[src/rtl/evq_pkg.sv]
package evq_pkg;

    localparam int BASE_HI_W = 28;
    localparam int BASE_LO_W = 32;
    localparam int ADDR_W    = BASE_HI_W + BASE_LO_W;
    localparam int REC_W     = 32;
    localparam int MIN_LOG2  = 10;

    typedef enum logic [1:0] {
        ST_IDLE  = 2'd0,
        ST_WRITE = 2'd1,
        ST_DONE  = 2'd2
    } evq_state_e;

    typedef struct packed {
        logic              phase;
        logic [REC_W-2:0]  payload;
    } evq_rec_t;

    function automatic evq_rec_t make_rec(input logic phase, input logic [REC_W-1:0] data);
        evq_rec_t r;
        r.phase   = phase;
        r.payload = data[REC_W-2:0];
        return r;
    endfunction

    function automatic logic [31:0] to_big_endian(input logic [31:0] w);
        return {w[7:0], w[15:8], w[23:16], w[31:24]};
    endfunction

endpackage

[src/rtl/evq_ring_state.sv]
module evq_ring_state
    import evq_pkg::*;
#(
    parameter int SIZE_W        = 4,
    parameter int MAX_SIZE_CODE = 4,
    localparam int IDX_W        = MIN_LOG2 + MAX_SIZE_CODE
) (
    input  logic              clk,
    input  logic              rst,
    input  logic              cfg_load,
    input  logic [31:0]       cfg_base_hi,
    input  logic [31:0]       cfg_base_lo,
    input  logic [SIZE_W-1:0] cfg_size,
    input  logic              cfg_phase_init,
    input  logic              advance,
    output logic [ADDR_W-1:0] base,
    output logic [IDX_W-1:0]  slot,
    output logic              phase
);
    logic [SIZE_W-1:0] size_q;
    logic [SIZE_W-1:0] size_eff;
    logic [IDX_W-1:0]  slot_mask;
    logic [IDX_W-1:0]  slot_next;

    always_comb begin
        size_eff = (cfg_size > SIZE_W'(MAX_SIZE_CODE)) ? SIZE_W'(MAX_SIZE_CODE) : cfg_size;
    end

    always_comb begin
        for (int i = 0; i < IDX_W; i++) begin
            slot_mask[i] = (i < (MIN_LOG2 + int'(size_q)));
        end
        slot_next = (slot + 1'b1) & slot_mask;
    end

    always_ff @(posedge clk) begin
        if (rst) begin
            base   <= '0;
            size_q <= '0;
            slot   <= '0;
            phase  <= 1'b0;
        end else if (cfg_load) begin
            base   <= {cfg_base_hi[BASE_HI_W-1:0], cfg_base_lo};
            size_q <= size_eff;
            slot   <= '0;
            phase  <= cfg_phase_init;
        end else if (advance) begin
            slot <= slot_next;
            if (slot_next == '0) begin
                phase <= ~phase;
            end
        end
    end
endmodule

[src/rtl/evq_rec_fmt.sv]
module evq_rec_fmt
    import evq_pkg::*;
#(
    parameter int IDX_W = 14
) (
    input  logic [ADDR_W-1:0] base,
    input  logic [IDX_W-1:0]  slot,
    input  logic              phase,
    input  logic [REC_W-1:0]  data,
    output logic [ADDR_W-1:0] addr,
    output logic [31:0]       wdata
);
    localparam int PAD_W = ADDR_W - IDX_W - 2;
    evq_rec_t rec;

    always_comb begin
        rec   = make_rec(phase, data);
        addr  = base + {{PAD_W{1'b0}}, slot, 2'b00};
        wdata = to_big_endian(rec);
    end
endmodule

[src/rtl/evq_ctrl.sv]
module evq_ctrl
    import evq_pkg::*;
(
    input  logic             clk,
    input  logic             rst,
    input  logic             enq_valid,
    input  logic [REC_W-1:0] enq_data,
    input  logic             mem_ready,
    input  logic             mem_err,
    output logic             mem_valid,
    output logic             enq_ack,
    output logic             enq_err,
    output logic             advance,
    output logic [REC_W-1:0] data_q
);
    evq_state_e st;
    logic       err_q;

    always_ff @(posedge clk) begin
        if (rst) begin
            st     <= ST_IDLE;
            err_q  <= 1'b0;
            data_q <= '0;
        end else begin
            case (st)
                ST_IDLE: if (enq_valid) begin
                    data_q <= enq_data;
                    st     <= ST_WRITE;
                end
                ST_WRITE: if (mem_ready) begin
                    err_q <= mem_err;
                    st    <= ST_DONE;
                end
                default: st <= ST_IDLE;
            endcase
        end
    end

    always_comb begin
        mem_valid = (st == ST_WRITE);
        advance   = mem_valid && mem_ready && !mem_err;
        enq_ack   = (st == ST_DONE);
        enq_err   = enq_ack && err_q;
    end
endmodule

[src/rtl/evq_writer.sv]
module evq_writer
    import evq_pkg::*;
#(
    parameter int SIZE_W        = 4,
    parameter int MAX_SIZE_CODE = 4
) (
    input  logic              clk,
    input  logic              rst,
    input  logic              cfg_load,
    input  logic [31:0]       cfg_base_hi,
    input  logic [31:0]       cfg_base_lo,
    input  logic [SIZE_W-1:0] cfg_size,
    input  logic              cfg_phase_init,
    input  logic              enq_valid,
    input  logic [31:0]       enq_data,
    output logic              enq_ack,
    output logic              enq_err,
    output logic              mem_valid,
    output logic [59:0]       mem_addr,
    output logic [31:0]       mem_wdata,
    input  logic              mem_ready,
    input  logic              mem_err
);
    localparam int IDX_W = MIN_LOG2 + MAX_SIZE_CODE;

    logic              advance;
    logic [REC_W-1:0]  data_q;
    logic [ADDR_W-1:0] base;
    logic [IDX_W-1:0]  slot;
    logic              phase;

    evq_ctrl u_ctrl (
        .clk       (clk),
        .rst       (rst),
        .enq_valid (enq_valid),
        .enq_data  (enq_data),
        .mem_ready (mem_ready),
        .mem_err   (mem_err),
        .mem_valid (mem_valid),
        .enq_ack   (enq_ack),
        .enq_err   (enq_err),
        .advance   (advance),
        .data_q    (data_q)
    );

    evq_ring_state #(
        .SIZE_W        (SIZE_W),
        .MAX_SIZE_CODE (MAX_SIZE_CODE)
    ) u_state (
        .clk            (clk),
        .rst            (rst),
        .cfg_load       (cfg_load),
        .cfg_base_hi    (cfg_base_hi),
        .cfg_base_lo    (cfg_base_lo),
        .cfg_size       (cfg_size),
        .cfg_phase_init (cfg_phase_init),
        .advance        (advance),
        .base           (base),
        .slot           (slot),
        .phase          (phase)
    );

    evq_rec_fmt #(
        .IDX_W (IDX_W)
    ) u_fmt (
        .base  (base),
        .slot  (slot),
        .phase (phase),
        .data  (data_q),
        .addr  (mem_addr),
        .wdata (mem_wdata)
    );
endmodule

[config.mk]
export PLATFORM = sky130hd
export DESIGN_NAME = evq_writer
export DESIGN_NICKNAME = d
export VERILOG_FILES = /design/src/rtl/evq_pkg.sv /design/src/rtl/evq_ring_state.sv /design/src/rtl/evq_rec_fmt.sv /design/src/rtl/evq_ctrl.sv /design/src/rtl/evq_writer.sv
export SDC_FILE = /design/constraint.sdc
export NUM_CORES = 1
export LEC_CHECK = 0
export ABC_AREA = 1
export BUFFER_PORTS_ARGS = -buffer_cell sky130_fd_sc_hd__buf_2
export CAP_MARGIN = 20
export CORE_MARGIN = 5
export CORE_UTILIZATION = 29
export DETAILED_ROUTE_END_ITERATION = 8
export GPL_ROUTABILITY_DRIVEN = 0
export PLACE_DENSITY_LB_ADDON = 0.2
export SYNTH_ARGS = -nofsm -noshare
export SYNTH_HDL_FRONTEND = slang
export SYNTH_SLANG_ARGS = --single-unit
[constraint.sdc]
create_clock -name clk -period 6.93 [get_ports clk]
set_input_delay 1.0395 -clock clk [delete_from_list [all_inputs] [get_ports clk]]
set_output_delay 1.0395 -clock clk [all_outputs]
set_load 0.01 [all_outputs]
==> reports/results.txt, run 1 <==
RR Endpoint - u_state.phase$_SDFFE_PP0P_
CP endpoint kind - output port
Final Cycle Share - 57.3%
Setup bufs post-CTS - 0
DRT iter0 DRCs - 291
Hold path cells - 2
Critical Path RT - 5.89 ns
Avg Inst Size Synth - 7.01 um2
Fin. max-slew vios - 0
Vias in the first global route - 6601
1st-pass router iterations - 5
Die Y - 160 um
Part of the Yosys area used for sequential elements - 34.9%
Largest cells by area after synthesis - dfxtp_1 35%, nand2_1 13%, xor2_1 7.3%
CTS tree - built
Clock Latency Late Sink - 0.42 ns
FF/Latch Area - 2260 um2
Leakage - 3.80 nW
Area growth syn-to-layout - 28.4%
Most frequent cells in the layout - 226 x nand2_1, 196 x buf_2, 113 x dfxtp_1, 91 x inv_1, 77 x nor2_1
DRC viols - 0
PostCTS Resize Cnt - 0
Post-synthesis instance total - 926
Root buf cell - clkbuf_16
Post-Syn Area - 6490 um2
Setup Viol. Count Final - 0
Crit path arrival time - 2.93 ns
Die Footprint - 25500 um2
Cell Rows - 54
Fin util - 38.0%
Largest net degree at the start of global routing - 63
# fillers - 2425
Overflow after GRT - 0
Commonest non-fill, non-tap cell in the layout - nand2_1
Fin Setup TNS - 0 ns
First-pass GRT wire length - 35200 um
Number of synthesized flops with an enable pin - 0
Worst R2R Start - u_state.size_q[1]$_SDFFE_PP0P_
Worst-margin pin slew - 0.978 ns
WS Path Type - flip-flop to output port
Initial antenna violation count - 7
WHS Endpoint - u_ctrl.data_q[24]$_SDFFE_PP0P_
Global Route Usage Sum - 17.2%
WL final - 22000 um
RSZ-0062 raised after global routing - no
Hold Path Origin - u_ctrl.data_q[24]$_SDFFE_PP0P_
Via count - 6671
Synthesized Nets - 1051
Nets - 1242
FF+latch count, synth - 113
Critical Path Start Type - flip-flop
Layout cells sized above 1 - 25.7%
Hold crit path type - flip-flop to flip-flop
Tmin final - 3.97 ns
PortBufs - 196
Worst clock skew - 0.00838 ns
DP HPWL - 17400 um
Num CTS Buffers - 17
Reg clk slew, reported paths - 0.06 ns
Clock sinks - 113
Worst VDD drop - 143 uV
Maximum root-to-sink buffer count - 2
Pwr/cell area - 211 nW/um2
Netlist cell types - 43
Status - complete, no violations
H-tree Lvls - 4
Fin. Hold Viols - 0
Max capacitance violation total - 0
Reg-to-reg setup timing slack - 4.64 ns
Synth Warn # - 0
WL/cell - 15.6 um
R2R cell count - 12
Vias per cell - 4.72
Max Freq - 0.252 GHz
Synth area leader - dfxtp_1
Die Span X - 160 um
Post-CTS Hold Buffers - 0
Post-route ant nets - 0
Worst Path Max Fanout - 5
Core footprint - 22000 um2
Max_slew headroom - 34.6%
Top cell type's share of synthesized area - 34.9%
Footprint of the multi-input gates - 3730 um2
Dominant synthesized flop cell - dfxtp_1
Initial Util - 29.5%
Asr flop ratio synth - 0%
Ports - 202
## sequential cells by signal (all words and copies together) (netlist names)
signal,flops
u_ctrl.data_q,31
u_ctrl.err_q,1
u_ctrl.st,2
u_state.base,60
u_state.phase,1
u_state.size_q,4
u_state.slot,14
## stage by stage
| step | hold slack (ns) | power [mW] | setup WS [ns] | instance area (um2) | std cells |
|---|---|---|---|---|---|
| after floorplan | 0.445 | 0.837 | 3.89 | 6490 | 926 |
| after detailed placement | 0.455 | 0.938 | 2.74 | 7740 | 1377 |
| after global routing | 0.483 | 1.84 | 2.70 | 8330 | 1412 |
| after CTS | 0.465 | 1.79 | 2.94 | 8300 | 1409 |
| after global placement | 0.448 | 0.936 | 2.80 | 7740 | 1377 |
| final | 0.462 | 1.76 | 2.96 | 8330 | 1412 |
## area by class of cell
class | count | share of cell area [%]
antenna | 2 | 0.0601
clock buffer | 18 | 5.27
inverter | 104 | 4.68
clock inverter | 14 | 1.46
multi-input combinational | 681 | 44.8
timing repair buffer | 200 | 12.4
tap | 280 | 4.20
sequential | 113 | 27.1
## kinds of logic after synthesis
kind of cell / after synthesis / share of synthesized area, %
flip-flops: 113 / 34.9
buffers and inverters: 132 / 7.81
AO/OA/AOI/OAI: 169 / 15.9
AND/OR/NAND/NOR: 438 / 30.3
XOR/XNOR: 56 / 7.56
adder cells (fa/ha/maj): 18 / 3.59
## where the power goes
| group | internal (mW) | switching [mW] | leakage (nW) |
|---|---|---|---|
| Clock | 0.478 | 0.361 | 0.273 |
| Sequential | 0.686 | 0.0316 | 0.928 |
| Combinational | 0.0843 | 0.121 | 2.60 |
## synth_stat cells, drive strengths merged, types with 2 or more instances
| cell | count |
|---|---|
| nor3 | 29 |
| clkinv | 3 |
| nand3b | 3 |
| a211oi | 3 |
| nand3 | 45 |
| xor2 | 54 |
| o21ai | 64 |
| nor4 | 6 |
| nand4 | 20 |
| or2 | 2 |
| a31oi | 2 |
| a21oi | 65 |
| a21o | 2 |
| clkbuf | 25 |
| xnor2 | 2 |
| a22o | 29 |
| dfxtp | 113 |
| nand2 | 238 |
| inv | 101 |
| buf | 3 |
| ha | 17 |
| nor2 | 93 |
## worst max path at each step
stage / endpoint / startpoint / slack, ns
detailed placement: u_state.slot[3]$_SDFFE_PP0P_ / rst / 2.74
global route: mem_addr[50] / u_state.slot[0]$_SDFFE_PP0P_ / 2.70
global placement: u_state.slot[11]$_SDFFE_PP0P_ / rst / 2.80
finish: mem_addr[50] / u_state.slot[0]$_SDFFE_PP0P_ / 2.96
floorplan: mem_addr[50] / u_state.slot[0]$_SDFFE_PP0P_ / 3.89
CTS: mem_addr[50] / u_state.slot[0]$_SDFFE_PP0P_ / 2.94
## worst max-delay path: stages (launching register included)
cell	delay, ns
dfxtp_1	0.42
ha_1	0.34
fa_1	0.33
nand3_1	0.09
nand2_1	0.14
nand2_1	0.08
nand2_2	0.11
nand2_2	0.06
nand2_2	0.09
nand2_2	0.07
nand2_4	0.11
inv_2	0.07
nor2_2	0.15
nand2_1	0.14
xor2_1	0.16
buf_2	0.14
## layer usage
layer,global-route usage (%),wire length [um]
met1,23.0,10400
met2,25.9,9430
met3,5.90,1740
met4,5.96,376
met5,0,54
(Power assumes the default switching activity.)
==> run 2, diff against run 1 <==
clock period = 3.7 ns   (was 6.93 ns; I/O delays follow)
==> run 2 against run 1 <==
- critical path depth stayed put
- non-clock buffer count is 1 higher
- wire length is 0.75% higher
- first-iteration DRC count is 5.5% higher
- highest routed layer unchanged
- die area stayed put
- final area hardly changed
- count of clock-buffer cells in the layout is 1 lower
- via count is 0.33% lower
- critical path type unchanged
- flip-flop and latch count stayed put
==> reports/results.txt, run 2 (synthesis gave the netlist of run 1 again) <==
Status - complete, no violations (unchanged)
Core footprint - 22000 um2 (unchanged)
Biggest register - u_state.base (unchanged)
Hold_ws - 0.328 ns (was 0.462 ns)
First-pass GRT wire length - 35100 um (was 35200 um)
Post-route ant nets - 0 (unchanged)
Max capacitance violation total - 0 (unchanged)
Initial antenna violation count - 6 (was 7)
Die Footprint - 25500 um2 (unchanged)
Vias per cell - 4.70 (was 4.72)
Cell Rows - 54 (unchanged)
Most frequent cells in the layout - 226 x nand2_1, 196 x buf_2, 113 x dfxtp_1, 91 x inv_1, 77 x nor2_1 (unchanged)
Num CTS Buffers - 17 (unchanged)
Root buf cell - clkbuf_16 (unchanged)
Commonest non-fill, non-tap cell in the layout - nand2_1 (unchanged)
Clock Latency Late Sink - 0.43 ns (was 0.42 ns)
Vias in the first global route - 6586 (was 6601)
Worst VDD drop - 215 uV (was 143 uV)
Fin. Hold Viols - 0 (unchanged)
Worst clock skew - 0.0147 ns (was 0.00838 ns)
Total power - 3.32 mW (was 1.76 mW)
Clock sinks - 113 (unchanged)
Setup Viol. Count Final - 0 (unchanged)
Final Cycle Share - 92.2%
P_sw - 991 uW (was 513 uW)
Length of routed met2 wiring - 9390 um (was 9430 um)
Sequential power share - 40.5% (was 40.7%)
Via count - 6649 (was 6671)
Uppermost layer routed - met5 (unchanged)
Layout cells sized above 1 - 25.7% (about the same)
Setup bufs post-CTS - 0 (unchanged)
Ports - 202 (unchanged)
WS Path Type - flip-flop to output port (unchanged)
Nets - 1243 (was 1242)
FF/Latch Area - 2260 um2 (unchanged)
Wl on met1 - 10600 um (was 10400 um)
CP dominant cell by count - nand2_2 (unchanged)
Crit path arrival time - 2.85 ns (was 2.93 ns)
Int Power - 2.33 mW (was 1.25 mW)
WL final - 22200 um (was 22000 um)
PostCTS Resize Cnt - 0 (unchanged)
CP Cell Sequence - ha_1 > fa_1 > nand3_1 > nand2_1 > nand2_1 > nand2_2 > nand2_2 > nand2_2 > nand2_2 > nand2_4 > inv_2 > nor2_2 > nand2_1 > xor2_1 > buf_2 (unchanged)
Max reg flops - 60 (unchanged)
Hold crit path type - primary input to flip-flop (was flip-flop to flip-flop)
RSZ-0062 raised after global routing - no (unchanged)
Pwr/cell area - 398 nW/um2 (was 211 nW/um2)
1st-pass router iterations - 5 (unchanged)
CTS tree - built (unchanged)
Largest net degree at the start of global routing - 40 (was 63)
CP endpoint kind - output port (unchanged)
Fin Setup TNS - 0 ns (unchanged)
Footprint of the multi-input gates - 3730 um2 (unchanged)
Final instance area - 8340 um2 (was 8330 um2)
Area growth syn-to-layout - 28.5% (was 28.4%)
Worst-margin pin slew - 0.928 ns (was 0.978 ns)
Largest registers - u_state.base: 60 flops, u_ctrl.data_q: 31 flops, u_state.slot: 14 flops (unchanged)
DRT iter0 DRCs - 307 (was 291)
Die Y - 160 um (unchanged)
PortBufs - 196 (unchanged)
Max incr delay on CP - 0.40 ns (was 0.42 ns)
Maximum root-to-sink buffer count - 2 (unchanged)
Clock Power Share - 47.9% (was 47.6%)
Max_slew headroom - 38.1% (was 34.6%)
Critical Path Start Type - flip-flop (unchanged)
WL/cell - 15.7 um (was 15.6 um)
Sw Share - 29.9% (was 29.1%)
Leakage - 3.80 nW (about the same)
Die Span X - 160 um (unchanged)
Critical Path RT - 3.14 ns (was 5.89 ns)
Global Route Usage Sum - 17.2% (about the same)
Met3 wire length - 1850 um (was 1740 um)
H-tree Lvls - 4 (unchanged)
# fillers - 2365 (was 2425)
DP HPWL - 17700 um (was 17400 um)
Placed inst area - 7770 um2 (was 7740 um2)
DRC viols - 0 (unchanged)
Max Freq - 0.293 GHz
Tmin final - 3.41 ns
CP max stage cell - dfxtp_1 (unchanged)
Fin. max-slew vios - 0 (unchanged)
Reg clk slew, reported paths - 0.07 ns (was 0.06 ns)
Post-CTS Hold Buffers - 0 (unchanged)
Overflow after GRT - 0 (unchanged)
Comb pwr share - 11.6% (was 11.7%)
Initial Util - 29.5% (unchanged)
Worst Path Max Fanout - 5 (unchanged)
==> run 2: cell types whose count changed in the layout (fill, tap and decap cells not counted), sizes merged <==
cell,delta
inv,+3
clkinv,-2
buf,+1
clkbuf,-1
diode,+1
==> run 2: power by group through the flow <==
| stage | combinational (mW) | sequential (mW) | clock [mW] |
|---|---|---|---|
| 6_report | 0.385 | 1.34 | 1.59 |
| 5_1_grt | 0.431 | 1.35 | 1.70 |
| 4_1_cts | 0.392 | 1.34 | 1.63 |
| 3_5_place_dp | 0.390 | 1.37 | 0 |
| 3_3_place_gp | 0.388 | 1.37 | 0 |
| 2_1_floorplan | 0.206 | 1.36 | 0 |
==> run 2: path summary, 6_finish.rpt <==
kind | from | slack [ns] | end | depth (start not counted)
min | cfg_base_hi[6] | 0.33 | u_state.base[38]$_SDFFE_PP0P_ | 3
min reg2reg | u_ctrl.data_q[15]$_SDFFE_PP0P_ | 0.46 | u_ctrl.data_q[15]$_SDFFE_PP0P_ | 2
max | u_state.slot[0]$_SDFFE_PP0P_ | 0.29 | mem_addr[50] | 15
max reg2reg | u_state.size_q[1]$_SDFFE_PP0P_ | 1.33 | u_state.phase$_SDFFE_PP0P_ | 12
==> run 2: metal layers <==
| layer | track usage [%] | up-vias |
|---|---|---|
| met2 | 25.7 | 223 |
| met4 | 4.54 | 8 |
| met3 | 7.02 | 30 |
| met1 | 22.9 | 2952 |
| met5 | 0 | - |
| li1 | - | 3436 |
==> run 2: cell type report <==
class                   count  share of cell area, %
clock buffers              17                   5.10
multi-input cells         681                   44.8
inverters                 104                   4.68
repair buffers            201                   12.4
flip-flops and latches    113                   27.1
diodes                      3                 0.0900
well taps                 280                   4.20
clock inverters            15                   1.64
==> run 2: stage by stage <==
step           setup slack [ns]  std cells  util (%)
3_3_place_gp              0.725       1379      35.4
4_1_cts                   0.253       1411      37.9
5_1_grt                  0.0516       1413      38.0
3_5_place_dp              0.730       1379      35.4
2_1_floorplan              1.14        926         -
6_report                  0.290       1414      38.0
==> run 2: worst max-delay path: cells and delay by family (launching register included) <==
kind	cells	cell delay (ns)
adders and majority gates	2	0.64
and+or+nand+nor	10	1.02
DFF	1	0.40
xor gates and xnor gates	1	0.16
buffers and inverters	2	0.21
==> run 3, diff against run 2 <==
PLACE_DENSITY = 0.47   (was default)
PLACE_DENSITY_LB_ADDON = default   (was 0.2)
==> run 3 against run 2 <==
- non-clock buffer count is the same
- die area is the same
- total power shrank 1.6%
- count of clock-buffer cells in the layout is the same
- sequential share of layout area grew 0.069 points
- critical path depth is the same
==> reports/results.txt, run 3 (synthesis gave the netlist of run 1 again) <==
Status - complete, no violations (unchanged)
First-pass GRT wire length - 35300 um (was 35100 um)
Vias in the first global route - 6512 (was 6586)
Area growth syn-to-layout - 28.2% (was 28.5%)
CTS tree - built (unchanged)
Setup WS pre-CTS - 0.709 ns (was 0.730 ns)
Setup Viol. Count Final - 0 (unchanged)
1st-pass router iterations - 5 (unchanged)
Cell Rows - 54 (unchanged)
Biggest register - u_state.base (unchanged)
Hold Path Origin - cfg_base_hi[18] (was cfg_base_hi[6])
Worst VDD drop - 221 uV (was 215 uV)
Initial antenna violation count - 5 (was 6)
Critical Path Stages - 15 (unchanged)
Nets - 1243 (unchanged)
Global Route Usage Sum - 17.3% (was 17.2%)
DRC viols - 0 (unchanged)
Pwr/cell area - 393 nW/um2 (was 398 nW/um2)
CP endpoint kind - output port (unchanged)
R2R cell count - 12 (unchanged)
Num CTS Buffers - 17 (unchanged)
Int Power - 2.31 mW (was 2.33 mW)
WL/cell - 15.9 um (was 15.7 um)
Largest registers - u_state.base: 60 flops, u_ctrl.data_q: 31 flops, u_state.slot: 14 flops (unchanged)
Post-route ant nets - 0 (unchanged)
Comb pwr share - 11.8% (was 11.6%)
DP HPWL - 18000 um (was 17700 um)
CP max stage cell - dfxtp_1 (unchanged)
CP dominant cell by count - nand2_2 (unchanged)
PostCTS Resize Cnt - 0 (unchanged)
Clock Latency Late Sink - 0.42 ns (was 0.43 ns)
Critical Path Start Type - flip-flop (unchanged)
Largest net degree at the start of global routing - 42 (was 40)
Fin. Hold Viols - 0 (unchanged)
Top delay family on crit path - simple AND/OR/NAND/NOR gates (unchanged)
H-tree Lvls - 4 (unchanged)
Fin util - 37.9% (was 38.0%)
Max Freq - 0.292 GHz (was 0.293 GHz)
Sw Share - 29.1% (was 29.9%)
Sequential power share - 41.2% (was 40.5%)
Die Footprint - 25500 um2 (unchanged)
Via count - 6599 (was 6649)
Hold_ws - 0.342 ns (was 0.328 ns)
Reg clk slew, reported paths - 0.06 ns (was 0.07 ns)
Max capacitance violation total - 0 (unchanged)
Die Span X - 160 um (unchanged)
Maximum root-to-sink buffer count - 2 (unchanged)
Die Y - 160 um (unchanged)
DRT iter0 DRCs - 340 (was 307)
Final Cycle Share - 92.6% (was 92.2%)
WL final - 22400 um (was 22200 um)
Fin Setup TNS - 0 ns (unchanged)
Worst R2R Start - u_state.size_q[1]$_SDFFE_PP0P_ (unchanged)
Worst clock skew - 0.0115 ns (was 0.0147 ns)
Max incr delay on CP - 0.40 ns (about the same)
Overflow after GRT - 0 (unchanged)
Vias per cell - 4.68 (was 4.70)
P_sw - 952 uW (was 991 uW)
WS Path Type - flip-flop to output port (unchanged)
Clock Power Share - 47.0% (was 47.9%)
Worst setup startpoint - u_state.slot[0]$_SDFFE_PP0P_ (unchanged)
Setup bufs post-CTS - 0 (unchanged)
Ant diodes - 0 (was 3)
Fin. max-slew vios - 0 (unchanged)
Core footprint - 22000 um2 (unchanged)
Max reg flops - 60 (unchanged)
CP Buf/Inv Count - 2 (unchanged)
Tmin final - 3.43 ns (was 3.41 ns)
Hold crit path type - primary input to flip-flop (unchanged)
RSZ-0062 raised after global routing - no (unchanged)
Commonest non-fill, non-tap cell in the layout - nand2_1 (unchanged)
Ports - 202 (unchanged)
Root buf cell - clkbuf_16 (unchanged)
Clock sinks - 113 (unchanged)
Max_slew headroom - 39.7% (was 38.1%)
Worst Path Max Fanout - 5 (unchanged)
Worst-margin pin slew - 0.903 ns (was 0.928 ns)
Leakage - 3.79 nW (was 3.80 nW)
Initial Util - 29.5% (unchanged)
CP Cell Sequence - ha_1 > fa_1 > nand3_1 > nand2_1 > nand2_1 > nand2_2 > nand2_2 > nand2_2 > nand2_2 > nand2_4 > inv_2 > nor2_2 > nand2_1 > xor2_1 > buf_2 (unchanged)
Most frequent cells in the layout - 226 x nand2_1, 196 x buf_2, 113 x dfxtp_1, 91 x inv_1, 77 x nor2_1 (unchanged)
Post-CTS Hold Buffers - 0 (unchanged)
Crit path arrival time - 2.87 ns (was 2.85 ns)
Setup ws final - 0.274 ns (was 0.290 ns)
PortBufs - 196 (unchanged)
Hold path cells - 3 (unchanged)
Critical Path RT - 3.14 ns (about the same)
Layout cells sized above 1 - 25.7% (unchanged)
## run 3: cell count changes in the layout (fill, tap and decap cells not counted), sizes merged
| cell | previous run | this run |
|---|---|---|
| clkinvlp | 2 | 3 |
| inv | 112 | 109 |
| diode | 3 | 0 |
| clkinv | 5 | 7 |
## run 3: tightest hold or removal path, stage by stage
cell	delay (ns)
buf_2	0.08
nand2_1	0.04
o21ai_0	0.05
## run 3: power by group through the flow
stage                     registers [mW]  clock network, mW  logic, mW
after CTS                           1.34               1.58      0.393
after global placement              1.37                  0      0.390
after detailed placement            1.37                  0      0.391
final                               1.34               1.54      0.387
after global routing                1.35               1.64      0.433
after floorplan                     1.36                  0      0.206
## run 3: worst paths after layout
kind / end / slack, ns
worst max register to register: u_state.phase$_SDFFE_PP0P_ / 1.40
worst min register to register: u_ctrl.data_q[9]$_SDFFE_PP0P_ / 0.46
worst max-delay path: mem_addr[50] / 0.27
worst min-delay path: u_state.base[50]$_SDFFE_PP0P_ / 0.34
## run 3: layer usage
metal | up-vias | track usage [%] | routed length [um] | share of wire [%]
li1 | 3427 | - | - | -
met1 | 2945 | 24.0 | 10900 | 48
met2 | 194 | 25.7 | 9500 | 42
met3 | 23 | 5.95 | 1730 | 7.7
met4 | 10 | 4.38 | 262 | 1.2
met5 | - | 0 | 81 | 0.36
## run 3: layout make-up
cell class,instances,area (um2)
Tap cell,280,350
Clock buffer,17,425
Sequential cell,113,2260
Fill cell,2364,13600
Timing Repair Buffer,201,1030
Inverter,104,390
Clock inverter,15,123
Multi-Input combinational cell,681,3730
## run 3: metrics by stage
| step | power, mW | instance area, um2 | instances |
|---|---|---|---|
| global route | 3.42 | 8320 | 1411 |
| global placement | 1.76 | 7770 | 1379 |
| detailed placement | 1.76 | 7770 | 1379 |
| floorplan | 1.57 | 6490 | 926 |
| finish | 3.27 | 8320 | 1411 |
| CTS | 3.32 | 8320 | 1411 |
